**config.mk**
```make
export PLATFORM = sky130hd
export DESIGN_NAME = dbell_rx_mbox
export DESIGN_NICKNAME = d
export VERILOG_FILES = /design/src/rtl/dbmb_pkg.sv /design/src/rtl/dbmb_ctrl.sv /design/src/rtl/dbmb_dpath.sv /design/src/rtl/dbell_rx_mbox.sv
export SDC_FILE = /design/constraint.sdc
export NUM_CORES = 1
export LEC_CHECK = 0
export ABC_AREA = 1
export BUFFER_PORTS_ARGS = -buffer_cell sky130_fd_sc_hd__buf_2
export CAP_MARGIN = 40
export CELL_PAD_IN_SITES_DETAIL_PLACEMENT = 1
export CELL_PAD_IN_SITES_GLOBAL_PLACEMENT = 2
export CORE_MARGIN = 2
export CORE_UTILIZATION = 31
export DETAILED_ROUTE_END_ITERATION = 10
export PLACE_DENSITY_LB_ADDON = 0.1
export SETUP_SLACK_MARGIN = 0.15
export SYNTH_ARGS = -nofsm -noshare
export SYNTH_HDL_FRONTEND = slang
export SYNTH_SLANG_ARGS = --single-unit
```
**constraint.sdc**
```tcl
create_clock -name clk -period 2.4 [get_ports clk]
set_clock_uncertainty 0.2 [all_clocks]
set_input_delay 0.48 -clock clk [delete_from_list [all_inputs] [get_ports clk]]
set_output_delay 0.48 -clock clk [all_outputs]
set_load 0.05 [all_outputs]
```
**src/rtl/dbmb_pkg.sv**
```systemverilog
package dbmb_pkg;

  localparam int BUS_W    = 64;
  localparam int SLOT_W   = 4;

  typedef enum logic [2:0] {
    SEL_NONE,
    SEL_SLOT,
    SEL_MAP,
    SEL_STAT,
    SEL_CLR,
    SEL_EN
  } regSel_e;

  typedef struct packed {
    logic              wrMap;
    logic              wrEnable;
    logic              wrClear;
    logic              capture;
    regSel_e           sel;
    logic [SLOT_W-1:0] slot;
    logic              hiHalf;
    logic              wide;
  } dbmbStrobe_t;

endpackage

```
**src/rtl/dbmb_ctrl.sv**
```systemverilog
module dbmb_ctrl
  import dbmb_pkg::*;
#(
  parameter int              ADDR_W    = 16,
  parameter int              NUM_CH    = 3,
  parameter logic [15:0]     SLOT_BASE = 16'h0100,
  parameter logic [15:0]     MAP_OFF   = 16'h4000,
  parameter logic [15:0]     STAT_OFF  = 16'h4400,
  parameter logic [15:0]     CLR_OFF   = 16'h4800,
  parameter logic [15:0]     EN_OFF    = 16'h4C00
) (
  input  logic              clk,
  input  logic              rstN,
  input  logic              busValid,
  input  logic              busWrite,
  input  logic              busWide,
  input  logic [ADDR_W-1:0] busAddr,
  output logic              busReady,
  output dbmbStrobe_t       strb
);

  logic              readyQ;
  logic [ADDR_W-1:0] qwordAddr;
  logic              aligned;
  logic              writable;
  logic              handshake;
  regSel_e           selD;
  logic [SLOT_W-1:0] slotD;

  // one wait state: ready pulses the cycle after valid is first seen
  always_ff @(posedge clk) begin
    if (!rstN) readyQ <= 1'b0;
    else       readyQ <= busValid && !readyQ;
  end

  assign busReady  = readyQ;
  assign qwordAddr = {busAddr[ADDR_W-1:3], 3'b000};
  assign aligned   = (busAddr[1:0] == 2'b00) && !(busWide && busAddr[2]);
  assign writable  = busWide || !busAddr[2];
  assign handshake = busValid && readyQ && busWrite;

  always_comb begin
    selD  = SEL_NONE;
    slotD = '0;
    if (aligned) begin
      if (qwordAddr == MAP_OFF[ADDR_W-1:0])       selD = SEL_MAP;
      else if (qwordAddr == STAT_OFF[ADDR_W-1:0]) selD = SEL_STAT;
      else if (qwordAddr == CLR_OFF[ADDR_W-1:0])  selD = SEL_CLR;
      else if (qwordAddr == EN_OFF[ADDR_W-1:0])   selD = SEL_EN;
      for (int i = 0; i < NUM_CH; i++) begin
        if (qwordAddr == ADDR_W'(32'(SLOT_BASE) + 8 * i)) begin
          selD  = SEL_SLOT;
          slotD = SLOT_W'(i);
        end
      end
    end
  end

  always_comb begin
    strb          = '0;
    strb.sel      = selD;
    strb.slot     = slotD;
    strb.hiHalf   = busAddr[2];
    strb.wide     = busWide;
    strb.capture  = busValid && !readyQ && !busWrite;
    strb.wrMap    = handshake && writable && (selD == SEL_MAP);
    strb.wrEnable = handshake && writable && (selD == SEL_EN);
    strb.wrClear  = handshake && writable && (selD == SEL_CLR);
  end

endmodule

```
**src/rtl/dbmb_dpath.sv**
```systemverilog
module dbmb_dpath
  import dbmb_pkg::*;
#(
  parameter int NUM_CH   = 3,
  parameter int CMD_W    = 32,
  parameter int CH_IDX_W = 2
) (
  input  logic                clk,
  input  logic                rstN,
  input  dbmbStrobe_t         strb,
  input  logic [NUM_CH-1:0]   wrBits,
  input  logic                remotePostValid,
  input  logic [CH_IDX_W-1:0] remoteChan,
  input  logic [CMD_W-1:0]    remoteData,
  output logic [BUS_W-1:0]    rdata,
  output logic [NUM_CH-1:0]   statusQ,
  output logic [NUM_CH-1:0]   enableQ,
  output logic [NUM_CH-1:0]   mapQ,
  output logic                irq
);

  localparam int PAD_W = BUS_W - NUM_CH;
  localparam int HALF  = BUS_W / 2;

  logic [CMD_W-1:0] cmdQ [NUM_CH];
  logic [BUS_W-1:0] fullWord;
  logic [BUS_W-1:0] readWord;
  logic [BUS_W-1:0] rdataQ;
  logic [CMD_W-1:0] slotWord;

  for (genvar g = 0; g < NUM_CH; g++) begin : g_chan
    logic postHit;
    assign postHit = remotePostValid && (remoteChan == CH_IDX_W'(g));

    always_ff @(posedge clk) begin
      if (!rstN) begin
        cmdQ[g]    <= '0;
        statusQ[g] <= 1'b0;
      end else if (postHit) begin
        cmdQ[g]    <= remoteData;
        statusQ[g] <= 1'b1;
      end else if (strb.wrClear && wrBits[g]) begin
        statusQ[g] <= 1'b0;
      end
    end
  end

  always_ff @(posedge clk) begin
    if (!rstN) begin
      enableQ <= '0;
      mapQ    <= '0;
    end else begin
      if (strb.wrEnable) enableQ <= wrBits;
      if (strb.wrMap)    mapQ    <= wrBits;
    end
  end

  assign irq = |(statusQ & enableQ & mapQ);

  always_comb begin
    slotWord = '0;
    for (int i = 0; i < NUM_CH; i++) begin
      if (strb.slot == SLOT_W'(i)) slotWord = cmdQ[i];
    end
  end

  always_comb begin
    case (strb.sel)
      SEL_SLOT: fullWord = {slotWord, {(BUS_W - CMD_W){1'b0}}};
      SEL_MAP:  fullWord = {{PAD_W{1'b0}}, mapQ};
      SEL_STAT: fullWord = {{PAD_W{1'b0}}, statusQ};
      SEL_EN:   fullWord = {{PAD_W{1'b0}}, enableQ};
      default:  fullWord = '0;
    endcase
    if (strb.wide)        readWord = fullWord;
    else if (strb.hiHalf) readWord = {{HALF{1'b0}}, fullWord[BUS_W-1:HALF]};
    else                  readWord = {{HALF{1'b0}}, fullWord[HALF-1:0]};
  end

  always_ff @(posedge clk) begin
    if (!rstN)             rdataQ <= '0;
    else if (strb.capture) rdataQ <= readWord;
  end

  assign rdata = rdataQ;

endmodule

```
**src/rtl/dbell_rx_mbox.sv**
```systemverilog
module dbell_rx_mbox
  import dbmb_pkg::*;
#(
  parameter int          NUM_CH    = 3,
  parameter int          ADDR_W    = 16,
  parameter int          CMD_W     = 32,
  parameter logic [15:0] SLOT_BASE = 16'h0100,
  parameter logic [15:0] MAP_OFF   = 16'h4000,
  parameter logic [15:0] STAT_OFF  = 16'h4400,
  parameter logic [15:0] CLR_OFF   = 16'h4800,
  parameter logic [15:0] EN_OFF    = 16'h4C00,
  localparam int         CH_IDX_W  = (NUM_CH > 1) ? $clog2(NUM_CH + 1) : 1
) (
  input  logic                clk,
  input  logic                rstN,
  input  logic                busValid,
  input  logic                busWrite,
  input  logic                busWide,
  input  logic [ADDR_W-1:0]   busAddr,
  input  logic [BUS_W-1:0]    busWdata,
  output logic                busReady,
  output logic [BUS_W-1:0]    busRdata,
  input  logic                remotePostValid,
  input  logic [CH_IDX_W-1:0] remoteChan,
  input  logic [CMD_W-1:0]    remoteData,
  output logic                hostIrq
);

  dbmbStrobe_t       strb;
  logic [NUM_CH-1:0] statusQ;
  logic [NUM_CH-1:0] enableQ;
  logic [NUM_CH-1:0] mapQ;

  dbmb_ctrl #(
    .ADDR_W(ADDR_W), .NUM_CH(NUM_CH), .SLOT_BASE(SLOT_BASE),
    .MAP_OFF(MAP_OFF), .STAT_OFF(STAT_OFF), .CLR_OFF(CLR_OFF), .EN_OFF(EN_OFF)
  ) ctrl_i (
    .clk(clk), .rstN(rstN), .busValid(busValid), .busWrite(busWrite),
    .busWide(busWide), .busAddr(busAddr), .busReady(busReady), .strb(strb)
  );

  dbmb_dpath #(
    .NUM_CH(NUM_CH), .CMD_W(CMD_W), .CH_IDX_W(CH_IDX_W)
  ) dpath_i (
    .clk(clk), .rstN(rstN), .strb(strb), .wrBits(busWdata[NUM_CH-1:0]),
    .remotePostValid(remotePostValid), .remoteChan(remoteChan),
    .remoteData(remoteData), .rdata(busRdata), .statusQ(statusQ),
    .enableQ(enableQ), .mapQ(mapQ), .irq(hostIrq)
  );

endmodule

```
==> flow_summary.yaml, run 1 <==
timing:
  rsz0062_at_grt: "true"
  drv_slew: 0
  setup_viol_count_final: 0
  finalCriticalPeriod_ps: 2090
  slew_headroom_pct: 69.2
  tns_ps: 0
  tightest_slew_ps: 461
  finalCritPeriodShare_pct: 87.2
  fmax_mhz: 478
  hold_viol: 0
  layout_setup_ws_ps: 307
  worst_hold_slack_ps: 132
drt:
  drtPass1Iterations: 4
  post_drt_wl_per_cell_um: 16.1
  wirelength_um: 21800
  via_count: 6050
  ant_nets: 0
  drc: 0
  viasPerCell: 4.49
  drt_iter0_markers: 272
worst_hold_path:
  min_from: "busValid"
  holdCritPathClass: "input port to flip-flop"
floorplanning:
  initial_utilization_pct: 31.6
  core_area_um2: 23500
  ios: 186
  die-area_um2: 25200
  rows: 56
  die_x_um: 159
  die_h_um: 159
cts:
  cts_tree: "built"
  post_cts_buffers: 0
  cts_resized: 0
  ctsLongestPathBuffers: 2
  h-tree-depth: 4
  clk_pin_slew_ps: 70
  cts_buffers: 17
  cts.sinks: 170
  hold_buffers: 0
  cts_root_buf: "clkbuf_16"
  insertion_delay_ps: 430
job:
  cap_viol_max_count: 0
layout:
  area_delta_synth_final_pct: 28.1
  instances_no_fill: 1347
  fillers: 2831
  drive_above_1_share_pct: 27.4
  layout.nets: 1135
  diodes: 0
run_status:
  status: "completed"
synthesis:
  ys_types: 34
  async_flop_share_pct: 0
  syn_inst: 849
  synth.yosys.seq_area_share_pct: 58.8
  avgSynthCellArea_um2: 8.75
  synth_edf_count: 96
  synthesis.area_um2: 7430
  syn-num-nets: 969
  yosys_warnings: 0
  synth_ff_type: "edfxtp_1"
  ys_ff_latch: 170
critical_path:
  critPathLaunchType: "flip-flop"
  cp.arrival_ps: 1410
  crit_required_ps: 1720
  crit_fanout: 2
  r2r-start: "ctrl_i.busReady"
  endpoint_kind: "primary output"
  crit_type: "flip-flop to primary output"
  cp-startpoint: "dpath_i.statusQ[1]"
grt:
  grt_pass1_vias: 6326
  antenna_found_initial: 0
  track_usage_pct: 17.8
  grt_start_max_net_pins: 66
  overflow: 0
  grt_pass1_wl_um: 35000
power:
  total_power_mw: 6.51
  leakage_nw: 4.07
  ir_drop_uv: 402
  p_per_area_nw_per_um2: 684
placed_design:
  place_congestion: 0.719
  place_hpwl_um: 15000
  placedCellCount: 1315
  dp_worst_setup_slack_ps: -130
  port_buffers: 124
==> worst paths after layout <==
path,endpoint,slack [ps],cells after the start
worst max register to register,dpath_i.rdata[30],540,6
worst min-delay path,ctrl_i.busReady,130,3
worst max-delay path,hostIrq,310,3
worst min register to register,dpath_i.rdata[59],260,2
==> through the flow <==
step	utilization (%)	cell area (um2)
global route	40.5	9520
detailed placement	37.9	8900
finish	40.5	9520
floorplan	-	7440
global placement	37.9	8900
CTS	40.5	9520
==> worst max-delay path: stages, from the launching register on <==
cell	delay, ps
dfxtp_1	330
inv_1	70
o311ai_2	280
buf_2	310
==> logic make-up after synthesis <==
family                 after synthesis  share of synthesized area [%]
buffers and inverters              120                           6.69
DFF                                170                           58.8
and+or+nand+nor                    457                           26.1
AOI/OAI and AO/OA                  102                           8.42
==> layout by cell type, fill, tap and decap left out, drive strengths merged, types with 6 or more instances in the layout <==
| cell type | Yosys | final |
|---|---|---|
| nor2 | 147 | 147 |
| edfxtp | 96 | 96 |
| clkbuf | 30 | 17 |
| dfxtp | 74 | 74 |
| nand4 | 7 | 7 |
| buf | 12 | 189 |
| a21oi | 86 | 86 |
| inv | 77 | 86 |
| nand2 | 232 | 232 |
| o211ai | 6 | 6 |
| nand3 | 61 | 61 |
==> final cells by class <==
class                   instances  area, um2  area share, %
clock buffers                  17        425           4.47
repair buffers                189       1260           13.2
well taps                     319        399           4.19
multi-input cells             559       2580           27.1
flip-flops and latches        170       4360           45.9
inverters                      78        294           3.09
clock inverters                15        194           2.04
==> cells in the mapped netlist (5+ instances only) <==
| cell type | n | area share (%) |
|---|---|---|
| a21oi_1 | 66 | 4.4 |
| a21oi_2 | 20 | 2.4 |
| buf_2 | 6 | 0.40 |
| clkbuf_1 | 28 | 1.4 |
| dfxtp_1 | 74 | 20 |
| edfxtp_1 | 96 | 39 |
| inv_1 | 73 | 3.7 |
| nand2_1 | 227 | 11 |
| nand3_1 | 57 | 3.8 |
| nand4_1 | 7 | 0.59 |
| nor2_1 | 129 | 6.5 |
| nor2_2 | 15 | 1.3 |
| nor3_1 | 5 | 0.34 |
| o211ai_1 | 6 | 0.61 |
==> sequential cells by signal, summed over array words and instances (netlist names) <==
| register | cells |
|---|---|
| dpath_i.statusQ | 3 |
| dpath_i.enableQ | 3 |
| dpath_i.mapQ | 3 |
| dpath_i.cmdQ | 96 |
| ctrl_i.busReady | 1 |
| dpath_i.rdata | 64 |
==> power by group <==
| group | switching [mW] | internal [mW] |
|---|---|---|
| registers | 0.0336 | 3.20 |
| clock network | 1.35 | 1.51 |
| logic | 0.279 | 0.137 |
| total | 1.66 | 4.85 |
==> routing by layer <==
layer	vias to the layer above	wire [um]	global-route usage [%]
li1	3076	-	-
met1	2864	10900	24.5
met2	97	9950	29.1
met3	13	695	3.53
met4	0	173	3.88
met5	-	0	0
Power figures use the tool's default switching activity.
==> inputs of run 2 (changes only) <==
Settings changed: CORE_UTILIZATION 31 to 30.
Clock period 2.4 ns to 2.6 ns, I/O delays scaled along.
==> flow_summary.yaml, run 2 (synthesized netlist as in run 1, its figures left out) <==
run_status:
  status: "completed"
drt:
  drtPass1Iterations: 4
  drt_iter0_markers: 296
  ant_nets: 0
  viasPerCell: 4.40
  drc: 0
  post_drt_wl_per_cell_um: 16.0
  via_count: 5893
  wirelength_um: 21300
layout:
  diodes: 0
  final_common_cell: "nand2_1"
  layout.nets: 1121
  largest_reg_flops: 96
  final_area_um2: 9320
  area_delta_synth_final_pct: 25.4
  regMostFlops: "dpath_i.cmdQ"
  drive_above_1_share_pct: 26.0
  final_cell_mix: "nand2_1 (227), nor2_1 (127), buf_2 (124), edfxtp_1 (96), dfxtp_1 (74)"
cts:
  cts_resized: 0
  post_cts_buffers: 0
  h-tree-depth: 4
  cts_root_buf: "clkbuf_16"
  hold_buffers: 0
  ctsLongestPathBuffers: 2
  cts_buffers: 17
  cts_tree: "built"
  clk_pin_slew_ps: 60
  cts.sinks: 170
  insertion_delay_ps: 430
grt:
  overflow: 0
  grt_pass1_vias: 6172
  grt_start_max_net_pins: 66
  track_usage_pct: 16.9
  grt_pass1_wl_um: 34000
  antenna_found_initial: 0
placed_design:
  place_congestion: 0.724
  dp_worst_setup_slack_ps: 21.2
  place_hpwl_um: 14900
  postPlaceCellArea_um2: 8760
  port_buffers: 124
timing:
  finalCriticalPeriod_ps: 2160
  fmax_mhz: 463
  tns_ps: 0
  layout_setup_ws_ps: 440
  finalCritPeriodShare_pct: 83.1
  worst_hold_slack_ps: 178
  tightest_slew_ps: 558
  hold_viol: 0
  setup_viol_count_final: 0
  rsz0062_at_grt: "false"
  drv_slew: 0
  slew_headroom_pct: 62.6
critical_path:
  r2r-start: "ctrl_i.busReady"
  critPathTopFamily: "simple AND/OR/NAND/NOR gates"
  crit_required_ps: 2760
  cp_common_cell: "nand2_1"
  critPathLaunchType: "input port"
  cp.arrival_ps: 2320
  worst-path-stages: 13
  critPathBufInv: 4
  endpoint_kind: "flip-flop"
  crit_chain: "buf_2 > or2_4 > nor2_8 > nand3_2 > buf_4 > inv_2 > buf_4 > nand2_1 > nand2_1 > a21oi_1 > nor2_1 > nand2_1 > a21oi_1"
  crit_fanout: 12
  crit_type: "input port to flip-flop"
  crit_slowest_cell: "or2_4"
  r2r_cells: 6
  max_stage_delay_ps: 270
  cp-startpoint: "busAddr[14]"
worst_hold_path:
  whs_path_depth: 3
  min_from: "busWdata[0]"
  holdCritPathClass: "input port to flip-flop"
power:
  ir_drop_uv: 394
  intPower_mw: 4.40
  total_power_mw: 5.78
  seqPwrFrac_pct: 51.6
  p_sw_share_pct: 23.9
  leakage_nw: 3.95
  p_per_area_nw_per_um2: 621
  p_clk_share_pct: 41.9
  comb_power_share_pct: 6.4
  power_switching_mw: 1.38
floorplanning:
  ios: 186
  die_x_um: 161
  initial_utilization_pct: 30.5
  die_h_um: 161
  core_area_um2: 24300
  die-area_um2: 26000
  rows: 57
job:
  cap_viol_max_count: 0
[run 2: cell types whose count changed in the layout (fill, tap and decap cells not counted), sizes merged]
cell,before,now
inv,86,81
clkinvlp,1,4
clkbuf,17,19
buf,189,175
[run 2: power groups by stage]
stage / logic, mW / registers [mW] / clock network [mW]
6_report: 0.370 / 2.99 / 2.43
5_1_grt: 0.418 / 3.00 / 2.59
4_1_cts: 0.379 / 2.99 / 2.49
3_5_place_dp: 0.378 / 3.05 / 0
3_3_place_gp: 0.376 / 3.04 / 0
2_1_floorplan: 0.187 / 3.04 / 0
[run 2: metal layers]
metal  up-vias  track usage [%]  routed length (um)
li1       3049                -                   -
met4         0             3.73                 189
met1      2734             24.7               11100
met5         -                0                   0
met2        95             25.9                9340
met3        15             3.36                 710
[run 2: path summary, 6_finish.rpt]
kind	to	slack, ps
max reg2reg	dpath_i.rdata[27]	710
min reg2reg	dpath_i.rdata[37]	260
max	dpath_i.rdata[31]	440
min	dpath_i.enableQ[0]	180
[run 2: area by class of cell]
cell class / instances / area [um2]
Clock buffer: 19 / 433
Clock inverter: 13 / 119
Fill cell: 2875 / 15000
Tap cell: 324 / 405
Timing Repair Buffer: 175 / 1130
Multi-Input combinational cell: 559 / 2570
Sequential cell: 170 / 4360
Inverter: 78 / 294
[run 2: stage by stage]
stage	util, %	cells
after detailed placement	36.0	1306
final	38.3	1338
after floorplan	-	849
after CTS	38.3	1338
after global placement	36.0	1306
after global routing	38.3	1338
[run 2: worst register-to-register path, cell delays in order (launching register included)]
cell,delay (ps)
dfxtp_1,330
nor3_1,370
inv_2,120
nor2_2,330
buf_12,230
nand3_1,100
a21oi_1,130
==> inputs of run 3 (changes only) <==
Settings changed: ABC_AREA 1 to 0.
Clock period 2.6 ns to 2.1 ns, I/O delays scaled along.
==> flow_summary.yaml, run 3 <==
placed_design:
  port_buffers: 124
  place_hpwl_um: 12900
  place_congestion: 0.744
  placedCellCount: 1027
  postPlaceCellArea_um2: 8270
  dp_worst_setup_slack_ps: -708
critical_path:
  critPathLaunchType: "input port"
  crit_slowest_cell: "or4_4"
  max_stage_delay_ps: 530
  crit_type: "input port to flip-flop"
  cp.arrival_ps: 2310
  crit_fanout: 4
  cp_common_cell: "or4_4"
  crit_required_ps: 2270
  crit_chain: "buf_6 > or4_4 > or4_4 > or4b_4 > a31oi_2 > o31a_1"
  endpoint_kind: "flip-flop"
floorplanning:
  rows: 55
  initial_utilization_pct: 30.2
  die_x_um: 154
  ios: 186
  die_h_um: 154
  die-area_um2: 23800
  core_area_um2: 22400
drt:
  post_drt_wl_per_cell_um: 18.5
  drc: 0
  via_count: 5174
  viasPerCell: 4.83
  drtPass1Iterations: 4
  drt_iter0_markers: 250
  ant_nets: 0
  wirelength_um: 19800
power:
  leakage_nw: 3.73
  intPower_mw: 5.72
  comb_power_share_pct: 5.9
  p_per_area_nw_per_um2: 777
  power_switching_mw: 1.64
  p_clk_share_pct: 43.6
  total_power_mw: 7.36
  ir_drop_uv: 508
  p_sw_share_pct: 22.2
  seqPwrFrac_pct: 50.4
synthesis:
  yosys_warnings: 0
  avgSynthCellArea_um2: 11.1
  async_flop_share_pct: 0
  post-synth-top-count-cell: "and2_1"
  synth_edf_count: 96
  yosysTopAreaCell: "edfxtp_1"
  synth.yosys.seq_area_share_pct: 64.3
  synth_top_area_share_pct: 42.5
  syn_inst: 609
  synthesis.area_um2: 6780
  yosys-top-cells-count: "and2_1 (101), nand2_1 (99), edfxtp_1 (96)"
  synth.area.top_cells: "edfxtp_1 (43%), dfxtp_1 (22%), and2_1 (9.3%)"
  ys_types: 38
  syn-num-nets: 729
  synth_ff_type: "edfxtp_1"
  ys_ff_latch: 170
timing:
  tns_ps: -185
  tightest_slew_ps: 437
  drv_slew: 0
  setup_viol_count_final: 9
  slew_headroom_pct: 70.8
  fmax_mhz: 468
  finalCritPeriodShare_pct: 102
  layout_setup_ws_ps: -34.7
  rsz0062_at_grt: "true"
  finalCriticalPeriod_ps: 2130
  hold_viol: 0
layout:
  final_area_um2: 9480
  final_cell_mix: "buf_2 (122), and2_1 (99), nand2_1 (98), edfxtp_1 (96), dfxtp_1 (73)"
  drive_above_1_share_pct: 40.7
  layout.nets: 895
  area_delta_synth_final_pct: 39.7
  instances_no_fill: 1072
  diodes: 0
  largest_reg_flops: 96
  final_common_cell: "buf_2"
  regMostFlops: "dpath_i.cmdQ"
job:
  cap_viol_max_count: 0
cts:
  h-tree-depth: 4
  cts_root_buf: "clkbuf_16"
  insertion_delay_ps: 430
  clk_pin_slew_ps: 70
  ctsLongestPathBuffers: 2
  cts_tree: "built"
  cts.sinks: 170
  cts_buffers: 17
run_status:
  violations: "negative setup slack"
  status: "finished with violations"
grt:
  grt_pass1_wl_um: 30600
  overflow: 0
  track_usage_pct: 16.8
  grt_start_max_net_pins: 35
  grt_pass1_vias: 5553
  antenna_found_initial: 0
worst_hold_path:
  holdCritPathClass: "input port to flip-flop"
run 3: cell count changes after synthesis, sizes merged, moves of 76 or more:
cell / previous run / this run
a21oi: 86 / 1
nor2: 147 / 1
inv: 77 / 1
and2: 1 / 101
o21ai: 5 / 89
nand2: 232 / 99
run 3: path summary, 6_finish.rpt:
path | slack [ps] | depth (start not counted) | to | from
worst max-delay path | -30 | 6 | dpath_i.rdata[1] | busAddr[9]
worst min-delay path | 80 | 3 | dpath_i.mapQ[2] | busWdata[2]
worst max register to register | 0 | 6 | dpath_i.rdata[20] | ctrl_i.busReady
worst min register to register | 250 | 2 | dpath_i.rdata[56] | dpath_i.rdata[56]
run 3: power groups by stage:
stage	Sequential [mW]	Combinational (mW)	Clock (mW)
after floorplan	3.77	0.185	0
after global placement	3.77	0.403	0
after detailed placement	3.78	0.414	0
after CTS	3.71	0.439	3.29
after global routing	3.72	0.480	3.44
final	3.71	0.437	3.21
run 3: kinds of logic (layout without fill, tap and decap cells):
group	Yosys count	in the layout	share of synthesized area, %
AOI/OAI and AO/OA	142	142	12.1
muxes	7	7	1.03
and+or+nand+nor	248	248	20.1
buffers and inverters	42	220	2.36
DFF	170	170	64.3
run 3: final cells by class:
cell class | count | area, um2
clock inverter | 13 | 165
clock buffer | 18 | 429
inverter | 1 | 3.75
fill | 2425 | 13000
tap | 285 | 357
timing repair buffer | 188 | 1460
multi-input combinational | 397 | 2700
sequential | 170 | 4370
run 3: per-layer routing:
layer | track usage (%) | vias to the layer above | share of wire (%)
met1 | 20.4 | 2566 | 44
met5 | 0 | - | 0
met3 | 3.70 | 19 | 3.1
met2 | 30.3 | 88 | 51
li1 | - | 2501 | -
met4 | 4.59 | 0 | 1.2
run 3: critical path: cells and delay by family:
family	cells	cell delay [ps]
AO/OA/AOI/OAI	2	290
buffers and inverters	1	90
AND/OR/NAND/NOR	3	1510
run 3: timing repair:
| action | in CTS | in global routing |
|---|---|---|
| resized for setup | 65 | 31 |
| cloned | 3 | 3 |
| buffers inserted | 6 | 2 |
| pin swaps | 21 | 14 |
| setup endpoints to repair | 73 | 74 |
| hold buffers | 0 | 0 |
run 3: through the flow:
step | util, % | hold WS (ps)
floorplan | - | 275
global placement | 36.9 | 235
detailed placement | 36.9 | 236
CTS | 41.3 | 66.4
global route | 42.2 | 81.6
finish | 42.2 | 80.3
